$ cat config.mk
export PLATFORM = sky130hd
export DESIGN_NAME = perf_counter_unit
export DESIGN_NICKNAME = d
export VERILOG_FILES = /design/src/rtl/perf_counter_pkg.sv /design/src/rtl/perf_evt_ctr.sv /design/src/rtl/perf_cyc_ctr.sv /design/src/rtl/perf_counter_unit.sv
export SDC_FILE = /design/constraint.sdc
export NUM_CORES = 1
export LEC_CHECK = 0
export BUFFER_PORTS_ARGS = -buffer_cell sky130_fd_sc_hd__buf_2
export CORE_ASPECT_RATIO = 0.5
export CORE_MARGIN = 3
export CORE_UTILIZATION = 59
export DETAILED_ROUTE_END_ITERATION = 8
export PLACE_DENSITY_LB_ADDON = 0.05
export REMOVE_ABC_BUFFERS = 1
export SYNTH_ARGS = -nofsm -noshare
export SYNTH_HDL_FRONTEND = slang
export SYNTH_HIERARCHICAL = 1
export SYNTH_SLANG_ARGS = --single-unit
export TNS_END_PERCENT = 10
$ cat constraint.sdc
create_clock -name clk_i -period 7.6 [get_ports clk_i]
set_clock_uncertainty 0.05 [all_clocks]
set_input_delay 1.14 -clock clk_i [delete_from_list [all_inputs] [get_ports clk_i]]
set_output_delay 1.14 -clock clk_i [all_outputs]
set_load 0.01 [all_outputs]
$ cat src/rtl/perf_counter_pkg.sv
package perf_counter_pkg;
  localparam int DATA_W = 32;
  localparam int ADDR_W = 6;
  localparam int SEL_W  = 5;

  localparam logic [ADDR_W-1:0] ADR_CTRL  = 6'h00;
  localparam logic [ADDR_W-1:0] ADR_ENSET = 6'h04;
  localparam logic [ADDR_W-1:0] ADR_ENCLR = 6'h08;
  localparam logic [ADDR_W-1:0] ADR_OVF   = 6'h0C;
  localparam logic [ADDR_W-1:0] ADR_SEL   = 6'h10;
  localparam logic [ADDR_W-1:0] ADR_CYC   = 6'h14;
  localparam logic [ADDR_W-1:0] ADR_TYPE  = 6'h18;
  localparam logic [ADDR_W-1:0] ADR_CNT   = 6'h1C;
  localparam logic [ADDR_W-1:0] ADR_IESET = 6'h20;
  localparam logic [ADDR_W-1:0] ADR_IECLR = 6'h24;

  // control register bit positions
  localparam int CB_EN     = 0;
  localparam int CB_EVCLR  = 1;
  localparam int CB_CYCCLR = 2;
  localparam int CB_DIV    = 3;
  localparam int CB_EXP    = 4;

  localparam int MASK_CYC_BIT = 31;
endpackage

$ cat src/rtl/perf_evt_ctr.sv
module perf_evt_ctr #(
  parameter int          CTR_W     = 32,
  parameter int          EVT_W     = 64,
  parameter int          TYPE_W    = 8,
  parameter logic [63:0] IMPL_MASK = 64'h18
) (
  input  logic              clk_i,
  input  logic              rst_ni,
  input  logic              run_i,
  input  logic              clr_i,
  input  logic              type_we_i,
  input  logic              cnt_we_i,
  input  logic [CTR_W-1:0]  wdata_i,
  input  logic [EVT_W-1:0]  event_i,
  output logic [TYPE_W-1:0] type_o,
  output logic [CTR_W-1:0]  cnt_o,
  output logic              wrap_o
);
  localparam int IDX_W = $clog2(EVT_W);

  logic [TYPE_W-1:0] type_q;
  logic [CTR_W-1:0]  cnt_q;
  logic [IDX_W-1:0]  idx;
  logic              supported, inc;

  assign idx       = type_q[IDX_W-1:0];
  assign supported = (type_q[TYPE_W-1:IDX_W] == '0) && IMPL_MASK[idx];
  assign inc       = run_i && supported && event_i[idx];

  always_ff @(posedge clk_i or negedge rst_ni) begin
    if (!rst_ni)        type_q <= '0;
    else if (type_we_i) type_q <= wdata_i[TYPE_W-1:0];
  end

  always_ff @(posedge clk_i or negedge rst_ni) begin
    if (!rst_ni)       cnt_q <= '0;
    else if (clr_i)    cnt_q <= '0;
    else if (cnt_we_i) cnt_q <= wdata_i;
    else if (inc)      cnt_q <= cnt_q + 1'b1;
  end

  assign wrap_o = inc && !clr_i && !cnt_we_i && (&cnt_q);
  assign type_o = type_q;
  assign cnt_o  = supported ? cnt_q : '0;
endmodule

$ cat src/rtl/perf_cyc_ctr.sv
module perf_cyc_ctr #(
  parameter int CTR_W      = 32,
  parameter int PRESC_LOG2 = 6
) (
  input  logic             clk_i,
  input  logic             rst_ni,
  input  logic             run_i,
  input  logic             div_i,
  input  logic             clr_i,
  input  logic             we_i,
  input  logic [CTR_W-1:0] wdata_i,
  output logic [CTR_W-1:0] cnt_o,
  output logic             inc_o,
  output logic             wrap_o
);
  logic [PRESC_LOG2-1:0] presc_q;
  logic [CTR_W-1:0]      cnt_q;
  logic                  tick;

  assign tick  = div_i ? (&presc_q) : 1'b1;
  assign inc_o = run_i && tick;

  always_ff @(posedge clk_i or negedge rst_ni) begin
    if (!rst_ni)              presc_q <= '0;
    else if (clr_i)           presc_q <= '0;
    else if (run_i && div_i)  presc_q <= presc_q + 1'b1;
  end

  always_ff @(posedge clk_i or negedge rst_ni) begin
    if (!rst_ni)     cnt_q <= '0;
    else if (clr_i)  cnt_q <= '0;
    else if (we_i)   cnt_q <= wdata_i;
    else if (inc_o)  cnt_q <= cnt_q + 1'b1;
  end

  assign wrap_o = inc_o && !clr_i && !we_i && (&cnt_q);
  assign cnt_o  = cnt_q;
endmodule

$ cat src/rtl/perf_counter_unit.sv
module perf_counter_unit
  import perf_counter_pkg::*;
#(
  parameter int          NUM_CTR    = 6,
  parameter int          EVT_W      = 64,
  parameter int          TYPE_W     = 8,
  parameter int          PRESC_LOG2 = 6,
  parameter logic [63:0] IMPL_MASK  = 64'h18
) (
  input  logic              clk_i,
  input  logic              rst_ni,
  input  logic              req_valid_i,
  input  logic              req_write_i,
  input  logic [ADDR_W-1:0] req_addr_i,
  input  logic [DATA_W-1:0] req_wdata_i,
  output logic [DATA_W-1:0] rdata_o,
  input  logic [EVT_W-1:0]  event_i,
  output logic              irq_o,
  output logic              export_o
);
  localparam int NV  = NUM_CTR + 1;  // internal vector: event counters then cycle
  localparam int CYC = NUM_CTR;

  function automatic logic [NV-1:0] to_vec(input logic [DATA_W-1:0] d);
    to_vec = {d[MASK_CYC_BIT], d[NUM_CTR-1:0]};
  endfunction

  function automatic logic [DATA_W-1:0] to_reg(input logic [NV-1:0] v);
    to_reg = '0;
    to_reg[NUM_CTR-1:0] = v[NUM_CTR-1:0];
    to_reg[MASK_CYC_BIT] = v[CYC];
  endfunction

  logic              wr, rd;
  logic              gl_en_q, div_q, exp_q;
  logic [SEL_W-1:0]  sel_q;
  logic [NV-1:0]     en_q, ovf_q, inten_q, wrap_vec;
  logic [DATA_W-1:0] cyc_cnt, rdata_q, rd_mux;
  logic              cyc_inc, evt_clr, cyc_clr;
  logic [NUM_CTR-1:0][TYPE_W-1:0] type_arr;
  logic [NUM_CTR-1:0][DATA_W-1:0] cnt_arr;
  logic [TYPE_W-1:0] sel_type;
  logic [DATA_W-1:0] sel_cnt;

  assign wr      = req_valid_i && req_write_i;
  assign rd      = req_valid_i && !req_write_i;
  assign evt_clr = wr && (req_addr_i == ADR_CTRL) && req_wdata_i[CB_EVCLR];
  assign cyc_clr = wr && (req_addr_i == ADR_CTRL) && req_wdata_i[CB_CYCCLR];

  always_ff @(posedge clk_i or negedge rst_ni) begin
    if (!rst_ni) begin
      gl_en_q <= 1'b0;
      div_q   <= 1'b0;
      exp_q   <= 1'b0;
    end else if (wr && req_addr_i == ADR_CTRL) begin
      gl_en_q <= req_wdata_i[CB_EN];
      div_q   <= req_wdata_i[CB_DIV];
      exp_q   <= req_wdata_i[CB_EXP];
    end
  end

  always_ff @(posedge clk_i or negedge rst_ni) begin
    if (!rst_ni)                          sel_q <= '0;
    else if (wr && req_addr_i == ADR_SEL) sel_q <= req_wdata_i[SEL_W-1:0];
  end

  always_ff @(posedge clk_i or negedge rst_ni) begin
    if (!rst_ni) begin
      en_q    <= '0;
      inten_q <= '0;
    end else if (wr) begin
      if (req_addr_i == ADR_ENSET) en_q    <= en_q | to_vec(req_wdata_i);
      if (req_addr_i == ADR_ENCLR) en_q    <= en_q & ~to_vec(req_wdata_i);
      if (req_addr_i == ADR_IESET) inten_q <= inten_q | to_vec(req_wdata_i);
      if (req_addr_i == ADR_IECLR) inten_q <= inten_q & ~to_vec(req_wdata_i);
    end
  end

  // a wrap in the same cycle as a clear keeps the flag
  always_ff @(posedge clk_i or negedge rst_ni) begin
    if (!rst_ni) ovf_q <= '0;
    else if (wr && req_addr_i == ADR_OVF)
      ovf_q <= (ovf_q & ~to_vec(req_wdata_i)) | wrap_vec;
    else
      ovf_q <= ovf_q | wrap_vec;
  end

  for (genvar i = 0; i < NUM_CTR; i++) begin : g_evt
    logic sel_me;
    assign sel_me = (sel_q == SEL_W'(i));
    perf_evt_ctr #(
      .CTR_W(DATA_W), .EVT_W(EVT_W), .TYPE_W(TYPE_W), .IMPL_MASK(IMPL_MASK)
    ) u_ctr (
      .clk_i    (clk_i),
      .rst_ni   (rst_ni),
      .run_i    (gl_en_q && en_q[i]),
      .clr_i    (evt_clr),
      .type_we_i(wr && sel_me && req_addr_i == ADR_TYPE),
      .cnt_we_i (wr && sel_me && req_addr_i == ADR_CNT),
      .wdata_i  (req_wdata_i),
      .event_i  (event_i),
      .type_o   (type_arr[i]),
      .cnt_o    (cnt_arr[i]),
      .wrap_o   (wrap_vec[i])
    );
  end

  perf_cyc_ctr #(.CTR_W(DATA_W), .PRESC_LOG2(PRESC_LOG2)) u_cyc (
    .clk_i  (clk_i),
    .rst_ni (rst_ni),
    .run_i  (gl_en_q && en_q[CYC]),
    .div_i  (div_q),
    .clr_i  (cyc_clr),
    .we_i   (wr && req_addr_i == ADR_CYC),
    .wdata_i(req_wdata_i),
    .cnt_o  (cyc_cnt),
    .inc_o  (cyc_inc),
    .wrap_o (wrap_vec[CYC])
  );

  always_comb begin
    sel_type = '0;
    sel_cnt  = '0;
    for (int i = 0; i < NUM_CTR; i++) begin
      if (sel_q == SEL_W'(i)) begin
        sel_type = type_arr[i];
        sel_cnt  = cnt_arr[i];
      end
    end
  end

  always_comb begin
    rd_mux = '0;
    case (req_addr_i)
      ADR_CTRL:            rd_mux = DATA_W'({exp_q, div_q, 2'b00, gl_en_q});
      ADR_ENSET, ADR_ENCLR: rd_mux = to_reg(en_q);
      ADR_OVF:             rd_mux = to_reg(ovf_q);
      ADR_SEL:             rd_mux = DATA_W'(sel_q);
      ADR_CYC:             rd_mux = cyc_cnt;
      ADR_TYPE:            rd_mux = DATA_W'(sel_type);
      ADR_CNT:             rd_mux = sel_cnt;
      ADR_IESET, ADR_IECLR: rd_mux = to_reg(inten_q);
      default:             rd_mux = '0;
    endcase
  end

  always_ff @(posedge clk_i or negedge rst_ni) begin
    if (!rst_ni)  rdata_q <= '0;
    else if (rd)  rdata_q <= rd_mux;
  end

  assign rdata_o  = rdata_q;
  assign irq_o    = |(ovf_q & inten_q);
  assign export_o = exp_q;
endmodule

# Yosys cells after proc, flatten, opt, wreduce, memory -nomap -nowiden
# Memories as Yosys holds them, arrays and structs flattened.
# Cells that the tools add are included.
# word_totals
register_bits	339
romBits	384
output_inout_bits	34
elab_cells	246
n_memories	6
# classes
n_addsub	8
magnitude_cmp	6
n_eq_ne	14
n_mux	66
bitwise_logic	9
n_reduce_logical	115
# memory_table
memory	words	width	read_ports	rd_ports_with_merged_regs	write_ports	line	rtl
(no name shown)	64	1	1	0	0	perf_evt_ctr.sv:27	assign supported = (type_q[TYPE_W-1:IDX_W] == '0) && IMPL_MASK[idx];
(no name shown)	64	1	1	0	0	perf_evt_ctr.sv:27	
(no name shown)	64	1	1	0	0	perf_evt_ctr.sv:27	
(no name shown)	64	1	1	0	0	perf_evt_ctr.sv:27	
(no name shown)	64	1	1	0	0	perf_evt_ctr.sv:27	
(no name shown)	64	1	1	0	0	perf_evt_ctr.sv:27	
# ops
cell	count
$mux 32	33
$pmux 32 s8	1
$add 32x1->32 const B	7
$reduce_and 32->1	7
$logic_and 1x1->1	74
$mux 8	6
$lt 6x7->1 const B	6
$bmux 1 s6	6
$mux 7	5
$and 7x7->7	4
$or 7x7->7	4
$eq 6x5->1 const B	4
$reduce_bool 3->1	7
$mux 1	13
$eq 6x4->1 const B	2
$eq 6x6->1 const B	2
$logic_not 2->1	6
$mux 6	2
$eq 5x2->1 const B	2
$eq 5x3->1 const B	2
$logic_not 1->1	10
$not 7->7	1
$reduce_or 7->1	1
$add 6x1->6 const B	1
8 further kinds	12

# Longest topological paths before layout
# Gate-level depths: netlist of run 1.
# logic_depth
ltp_word	11
ltp_mapped	12

# Hierarchy
# Netlist of run 1, hierarchy kept.
# modules_own_cells
mod	n_inst	cells_per_inst	area_each_um2
perf_evt_ctr (g_evt[2].u_ctr ...)	3	344	3054.2
perf_evt_ctr (g_evt[0].u_ctr ...)	2	356	3191.8
perf_counter_unit	1	576	5077.4
perf_evt_ctr (g_evt[5].u_ctr)	1	354	3126.7
perf_cyc_ctr	1	264	2487.4

# Worst setup path before layout of run 1
# Ideal clock, no wire load.
# synth_path
path_kind	in2reg
startpoint	in req_addr_i[1]
endpoint	reg g_evt[1].u_ctr.cnt_q[12]
t_arrival_ns	3.355
required_time_ns	7.428
slack_ns	4.073
path_stages	11
path_buffers	4
path_cell_list	or4b_1 buf_2 nor2_1 nand3_1 nor2_1 clkbuf_1 buf_2 clkbuf_1 nor3_1 a22oi_1 nand2_1
# synth_between
elab_chain_cells	4
# synth_lines
element	line	rtl
start, declared	perf_counter_unit.sv:14	input logic [ADDR_W-1:0] req_addr_i,
$eq 6x5->1 or $logic_not 6->1 (tied branches)	perf_counter_unit.sv:99, perf_counter_unit.sv:47	
$logic_and 1x1->1 (on tied branches)	perf_counter_unit.sv:99, perf_counter_unit.sv:47	
$mux 32 or $logic_and 1x1->1 (tied branches)	perf_evt_ctr.sv:38, perf_counter_unit.sv:47	
$mux 32 or $reduce_bool 3->1 (tied branches)	n/a	
end signal, assigned	perf_evt_ctr.sv:38	else if (cnt_we_i) cnt_q <= wdata_i;
end signal, assigned	perf_evt_ctr.sv:39	else if (inc) cnt_q <= cnt_q + 1'b1;
end, declared	perf_evt_ctr.sv:22	logic [CTR_W-1:0] cnt_q;
# Parallel ways exist; a longest one is shown, timed or not.
# A chain may end at the register's enable or synchronous reset.

# Final worst setup path of run 1
# layout_path
startpoint	in req_addr_i[1]
endpoint	reg ovf_q[1]
# layout_between
elab_chain_cells	9
# layout_lines
element	line	rtl
$logic_not 6->1 (*)	perf_counter_unit.sv:47	assign evt_clr = wr && (req_addr_i == ADR_CTRL) && req_wdata_i[CB_EVCLR];
$logic_and 1x1->1 (*) (2 in series)	perf_counter_unit.sv:47	
net evt_clr	perf_counter_unit.sv:39	logic cyc_inc, evt_clr, cyc_clr;
$logic_not 1->1 (*)	perf_evt_ctr.sv:42	assign wrap_o = inc && !clr_i && !cnt_we_i && (&cnt_q);
$logic_and 1x1->1 (*) (3 in series)	perf_evt_ctr.sv:42	
net wrap_vec[1]	perf_counter_unit.sv:37	logic [NV-1:0] en_q, ovf_q, inten_q, wrap_vec;
$or 7x7->7 (on tied branches)	perf_counter_unit.sv:85, perf_counter_unit.sv:83	
$mux 7 (*)	perf_counter_unit.sv:82	else if (wr && req_addr_i == ADR_OVF)
end signal, assigned	perf_counter_unit.sv:83	ovf_q <= (ovf_q & ~to_vec(req_wdata_i)) | wrap_vec;
end signal, assigned	perf_counter_unit.sv:85	ovf_q <= ovf_q | wrap_vec;
end, declared	perf_counter_unit.sv:37	
# The timed path passes the listed nets; every way through them passes the cells marked *.

==> flow_metrics.env, run 1 <==
export IMPL_slowest_stage="nor4_2"
export IMPL_clockBufferDepth=3
export IMPL_rows=53
export IMPL_cp_max_fo=53
export IMPL_grt_usage_pct=40.9
export IMPL_startpoint="req_addr_i[1]"
export IMPL_antenna_found_initial=1
export IMPL_ys_flop_type="dfrtp_1"
export IMPL_globalRouteOverflowTotal=0
export IMPL_start_util_pct=61.2
export IMPL_syn2layout_area_growth_pct=7.40
export IMPL_rsz0062_at_grt="false"
export IMPL_crit_end="ovf_q[1]"
export IMPL_fin_cells=3506
export IMPL_fmax_mhz=198
export IMPL_fp_dieH_microns=155
export IMPL_path_depth=11
export IMPL_hold_path_class="flop to flop"
export IMPL_r2r_end="g_evt[3].u_ctr/cnt_q[9]"
export IMPL_synth_seq_area_share_pct=32.3
export IMPL_dieArea_sq_um=47200
export IMPL_dp_cells=3441
export IMPL_postCtsHoldBufs=0
export IMPL_drt_drc_violations_left=0
export IMPL_drive_above_1_share_pct=14.6
export IMPL_synth_cell_types=102
export IMPL_clk_pin_slew_ps=70
export IMPL_ff2ff_setup_slack_ps=3440
export IMPL_leakagePower_nw=11.1
export IMPL_netlist_top_cells_count="dfrtp_1, and2_1, nor2_1, nand2_1, clkbuf_1"
export IMPL_syn_inst=2938
export IMPL_hold_violations=0
export IMPL_crit_chain="buf_2 -> nor4_2 -> nand3_1 -> nor3_1 -> and2_4 -> buf_4 -> nor2_1 -> nand3_1 -> nor2_1 -> and4_1 -> a21o_1"
export IMPL_cts_max_level=2
export IMPL_yosysMostFrequentCell="dfrtp_1"
export IMPL_yosys_area_top_type="dfrtp_1"
export IMPL_ant_nets=0
export IMPL_pre_cts_ws_ps=2210
export IMPL_cts_made_buffers=36
export IMPL_routed_wl_microns=99500
export IMPL_critPathKind="input port to flop"
export IMPL_clock_latency_ps=550
export IMPL_fillCellCount=3615
export IMPL_crit_buf_inv=2
export IMPL_critical_path_top_delay_family="simple AND/OR/NAND/NOR gates"
export IMPL_die_x_microns=304
export IMPL_syn_area_sq_um=26200
export IMPL_coreArea_sq_um=42900
export IMPL_worstRegToRegCells=8
export IMPL_grt_first_pass_wirelength_microns=148000
export IMPL_pin_count=140
export IMPL_end_kind="flop"
export IMPL_synth_seq_cells=339
export IMPL_cts_resized=0
export IMPL_root_buffer="clkbuf_16"
export IMPL_worstPathRequired_ps=7980
export IMPL_nets=3016
export IMPL_grt_max_degree=135
export IMPL_worst_pin_slew_ps=1400
export IMPL_via_per_inst=7.30
export IMPL_grt_pass1_vias=23100
export IMPL_min_period_over_period_pct=66.6
export IMPL_r2r_start="sel_q[1]"
export IMPL_status="finished, final reports clean"
export IMPL_yosysTopAreaCellShare_pct=32.3
export IMPL_fin_crit_ps=5060
export IMPL_setup_viol=0
export IMPL_fin_ws_ps=2540
export IMPL_place_gp_congestion=1.03
export IMPL_postCtsSetupRepairBufs=0
export IMPL_ir_drop_v=0.000179
export IMPL_synth_area_leaders="dfrtp_1, and2_1, mux2i_1"
export IMPL_crit_path_start_kind="input port"
export IMPL_firstDrtPassIters=6
export IMPL_arrival_ps=5440
export IMPL_dr_total_vias=25600
export IMPL_first_iter_violations=3661
export IMPL_wl_per_cell_microns=28.4
export IMPL_cts_tree="built"
export IMPL_synth_edf_count=0
export IMPL_yosysWarnings=6
export IMPL_portBuffers=107
export IMPL_cts_num_sinks=339
export IMPL_dpl_hpwl_microns=69700
export IMPL_max_stage_delay_ps=940
export IMPL_drv_cap=0
export IMPL_synthArstFlopShare_pct=100
export IMPL_cellPowerDensity_nw_per_um2=165
export IMPL_syn_area_per_cell_sq_um=8.93
export IMPL_relSlewSlack_pct=6.60
export IMPL_drv_slew=0
export IMPL_final_util_pct=65.7
[per-stage QoR]
step | total power, mW | cell area [sq um] | setup TNS, ps | hold slack, ps
floorplan | 2.36 | 25200 | -12610 | 416
CTS | 4.63 | 28200 | 0 | 476
finish | 4.64 | 28200 | 0 | 470
detailed placement | 2.67 | 26900 | 0 | 462
global route | 4.78 | 28200 | 0 | 506
global placement | 2.66 | 26900 | 0 | 449
[power breakdown]
group	total [mW]	internal, mW	switching (mW)	leakage (nW)
clock	1.97	1.16	0.817	0.628
sequential	2.03	1.88	0.152	4.22
combinational	0.634	0.229	0.405	6.26
[flip-flops by register name (all words and copies together), names as in the netlist, named ones only]
name,flops
rdata_o,32
export_o,1
g_evt.u_ctr/cnt_q,192
u_cyc/presc_q,6
gl_en_q,1
u_cyc/cnt_o,32
ovf_q,7
div_q,1
sel_q,5
g_evt.u_ctr/type_o,48
[cell families (layout without fill, tap and decap cells)]
logic type | after synthesis | in the layout | synth area share (%)
simple gates | 1248 | 1248 | 27.4
other cells | 0 | 2 | 0
flops | 339 | 339 | 32.3
fa+ha+maj | 8 | 8 | 0.382
xor+xnor | 65 | 65 | 2.17
buf+inv | 341 | 330 | 5.56
compound gates | 701 | 701 | 20.9
mux | 236 | 236 | 11.2
[per-layer routing]
layer	vias up	track usage, %	wire length [microns]
met5	-	0	0
met4	0	14.2	4040
met3	227	13.8	14500
met2	1648	56.0	39400
met1	12600	59.9	41600
li1	11100	-	-
[how the worst min path moves through the flow]
stage / start / to / slack, ps / depth (start not counted)
finish: rdata_o[14] / rdata_o[14] / 470 / 2
global route: rdata_o[16] / rdata_o[16] / 510 / 2
CTS: rdata_o[14] / rdata_o[14] / 480 / 2
detailed placement: rdata_o[12] / rdata_o[12] / 460 / 2
global placement: rdata_o[15] / rdata_o[15] / 450 / 2
floorplan: ovf_q[6] / ovf_q[6] / 420 / 1
[tightest hold or removal path, delay by kind of cell (launching register included)]
kind	cells	cell delay, ps
flip-flops	1	340
AO/OA/AOI/OAI	2	150
[cell type report]
class,count,area (sq um),area share [%]
diodes,2,5.00,0.0178
repair buffers,150,893,3.17
well taps,577,722,2.56
inverters,117,439,1.56
multi-input cells,2258,16400,58.0
flip-flops and latches,339,8490,30.1
clock inverters,18,260,0.924
clock buffers,45,1020,3.61
[placed cells by master, fill, tap and decap left out, types with 70 or more instances in the layout]
master and instances:
dfrtp_1 338, nor4_1 71, nand3_1 129, a21oi_1 103, inv_1 113, o21ai_0 79, nor2_1 180, nand2_1 174
nor3_1 70, mux2i_1 128, buf_2 106, and2_1 224
(Power assumes the default switching activity.)
==> inputs of run 2 (changes only) <==
==> constraint.sdc (replaced) <==
create_clock -name clk_i -period 5.3 [get_ports clk_i]
set_clock_uncertainty 0.05 [all_clocks]
set_input_delay 0.795 -clock clk_i [delete_from_list [all_inputs] [get_ports clk_i]]
set_output_delay 0.795 -clock clk_i [all_outputs]
set_load 0.01 [all_outputs]
==> run 2 against run 1 <==
Against the previous run: sequential cell count did not move; die area unchanged; sequential share of layout area about the same; routed wire length increased by 1.0%; sequential power up 43%.
==> flow_metrics.env, run 2 (synthesized netlist as in run 1, its figures left out) <==
export IMPL_globalRouteOverflowTotal=0
export IMPL_rows=53
export IMPL_relSlewSlack_pct=11.8
export IMPL_multiInputGateArea_sq_um=16300
export IMPL_firstDrtPassIters=6
export IMPL_max_stage_delay_ps=1020
export IMPL_critical_path_top_delay_family="compound AO/OA/AOI/OAI gates"
export IMPL_arrival_ps=4190
export IMPL_crit_chain="mux4_2 -> mux2i_1 -> o22ai_1 -> buf_4 -> nor3_1 -> nand3b_1 -> nor4_1 -> a21o_1"
export IMPL_power_switching_mw=1.96
export IMPL_start_util_pct=61.2
export IMPL_setup_viol=0
export IMPL_clockBufferDepth=3
export IMPL_r2r_start="g_evt[4].u_ctr/type_o[0]"
export IMPL_coreArea_sq_um=42900
export IMPL_internal_power_mw=4.46
export IMPL_crit_buf_inv=1
export IMPL_via_per_inst=7.34
export IMPL_place_gp_congestion=1.02
export IMPL_worstPathRequired_ps=5730
export IMPL_cts_tree="built"
export IMPL_final_cell_mix="dfrtp_1, and2_1, nor2_1"
export IMPL_rsz0062_at_grt="false"
export IMPL_crit_path_start_kind="flop"
export IMPL_diodes=0
export IMPL_fin_cells=3522
export IMPL_root_buffer="clkbuf_16"
export IMPL_clk_pin_slew_ps=70
export IMPL_pre_cts_ws_ps=1380
export IMPL_critPathKind="flop to flop"
export IMPL_cp_max_fo=14
export IMPL_grt_first_pass_wirelength_microns=150000
export IMPL_dpl_hpwl_microns=72000
export IMPL_slowest_stage="o22ai_1"
export IMPL_hold_path_class="input port to async pin"
export IMPL_pin_count=140
export IMPL_drv_slew=0
export IMPL_wl_per_cell_microns=28.6
export IMPL_postCtsHoldBufs=0
export IMPL_grt_max_degree=104
export IMPL_startpoint="g_evt[4].u_ctr/type_o[0]"
export IMPL_grtUsageMet1_pct=62.8
export IMPL_end_kind="flop"
export IMPL_grt_pass1_vias=23200
export IMPL_first_iter_violations=4352
export IMPL_fin_ws_ps=1530
export IMPL_leakagePower_nw=11.1
export IMPL_hold_violations=0
export IMPL_cts_num_sinks=339
export IMPL_drive_above_1_share_pct=15.1
export IMPL_die_x_microns=304
export IMPL_cellPowerDensity_nw_per_um2=228
export IMPL_nets=3034
export IMPL_final_common_cell="dfrtp_1"
export IMPL_ant_nets=0
export IMPL_dr_total_vias=25800
export IMPL_use_met2_pct=56.1
export IMPL_fp_dieH_microns=155
export IMPL_worst_pin_slew_ps=1320
export IMPL_portBuffers=107
export IMPL_syn2layout_area_growth_pct=7.41
export IMPL_dieArea_sq_um=47200
export IMPL_fmax_mhz=265
export IMPL_drt_drc_violations_left=0
export IMPL_cts_resized=0
export IMPL_cts_made_buffers=35
export IMPL_seq_area_sq_um=8490
export IMPL_grt_usage_pct=41.7
export IMPL_min_period_over_period_pct=71.1
export IMPL_top_register="g_evt.u_ctr/cnt_q"
export IMPL_clock_latency_ps=550
export IMPL_status="finished, final reports clean"
export IMPL_postCtsSetupRepairBufs=0
export IMPL_routed_wl_microns=101000
export IMPL_dp_cells=3460
export IMPL_ir_drop_v=0.000310
export IMPL_grtUsageMet3_pct=13.2
export IMPL_whs_ps=198
export IMPL_seqPwrFrac_pct=45.3
export IMPL_fin_crit_ps=3770
export IMPL_top_usage_layer="met1"
export IMPL_drv_cap=0
export IMPL_fillCellCount=3644
export IMPL_switching_share_pct=30.5
export IMPL_pwr_share_comb_pct=14.5
export IMPL_cts_max_level=2
export IMPL_antenna_found_initial=3
export IMPL_largest_register_ffs=192
export IMPL_p_clk_share_pct=40.2
export IMPL_final_util_pct=65.7
export IMPL_design_power_total_mw=6.42
-- run 2: cell count changes in the layout (fill, tap and decap cells not counted), moves of 2 or more --
cell,delta
buf_4,+19
bufinv_16,-5
clkinv_2,+3
inv_6,-3
diode_2,-2
-- run 2: through the flow --
stage / setup TNS, ps / area (sq um)
6_report: 0 / 28200
3_5_place_dp: 0 / 27000
2_1_floorplan: -285020 / 25200
4_1_cts: 0 / 28200
5_1_grt: 0 / 28200
3_3_place_gp: 0 / 27000
-- run 2: area by class of cell --
class,count,area share (%)
Clock buffer,47,3.67
Clock inverter,15,0.408
Inverter,117,1.56
Multi-Input combinational cell,2258,58.0
Sequential cell,339,30.1
Tap cell,577,2.56
Timing Repair Buffer,169,3.68
-- run 2: final timing paths --
check / end / slack, ps / cells past startpoint
max in group asynchronous: u_cyc/cnt_o[0] / 3720 / 2
min in group clk_i: rdata_o[15] / 470 / 2
setup reg to reg: ovf_q[4] / 1530 / 8
hold reg to reg: rdata_o[15] / 470 / 2
hold / removal: g_evt[0].u_ctr/cnt_q[17] / 200 / 1
setup / recovery: ovf_q[4] / 1530 / 8
-- run 2: power groups by stage --
stage               Clock, mW  Combinational [mW]  Sequential (mW)
floorplan                   0               0.506             2.88
global placement            0               0.874             2.94
detailed placement          0               0.892             2.95
CTS                      2.59               0.896             2.90
global route             2.70               0.983             2.92
finish                   2.58               0.928             2.91
-- run 2: routing by layer --
metal,vias to the layer above,share of wire (%)
li1,11100,-
met1,12700,42
met2,1766,39
met3,221,15
met4,2,3.8
met5,-,0.013
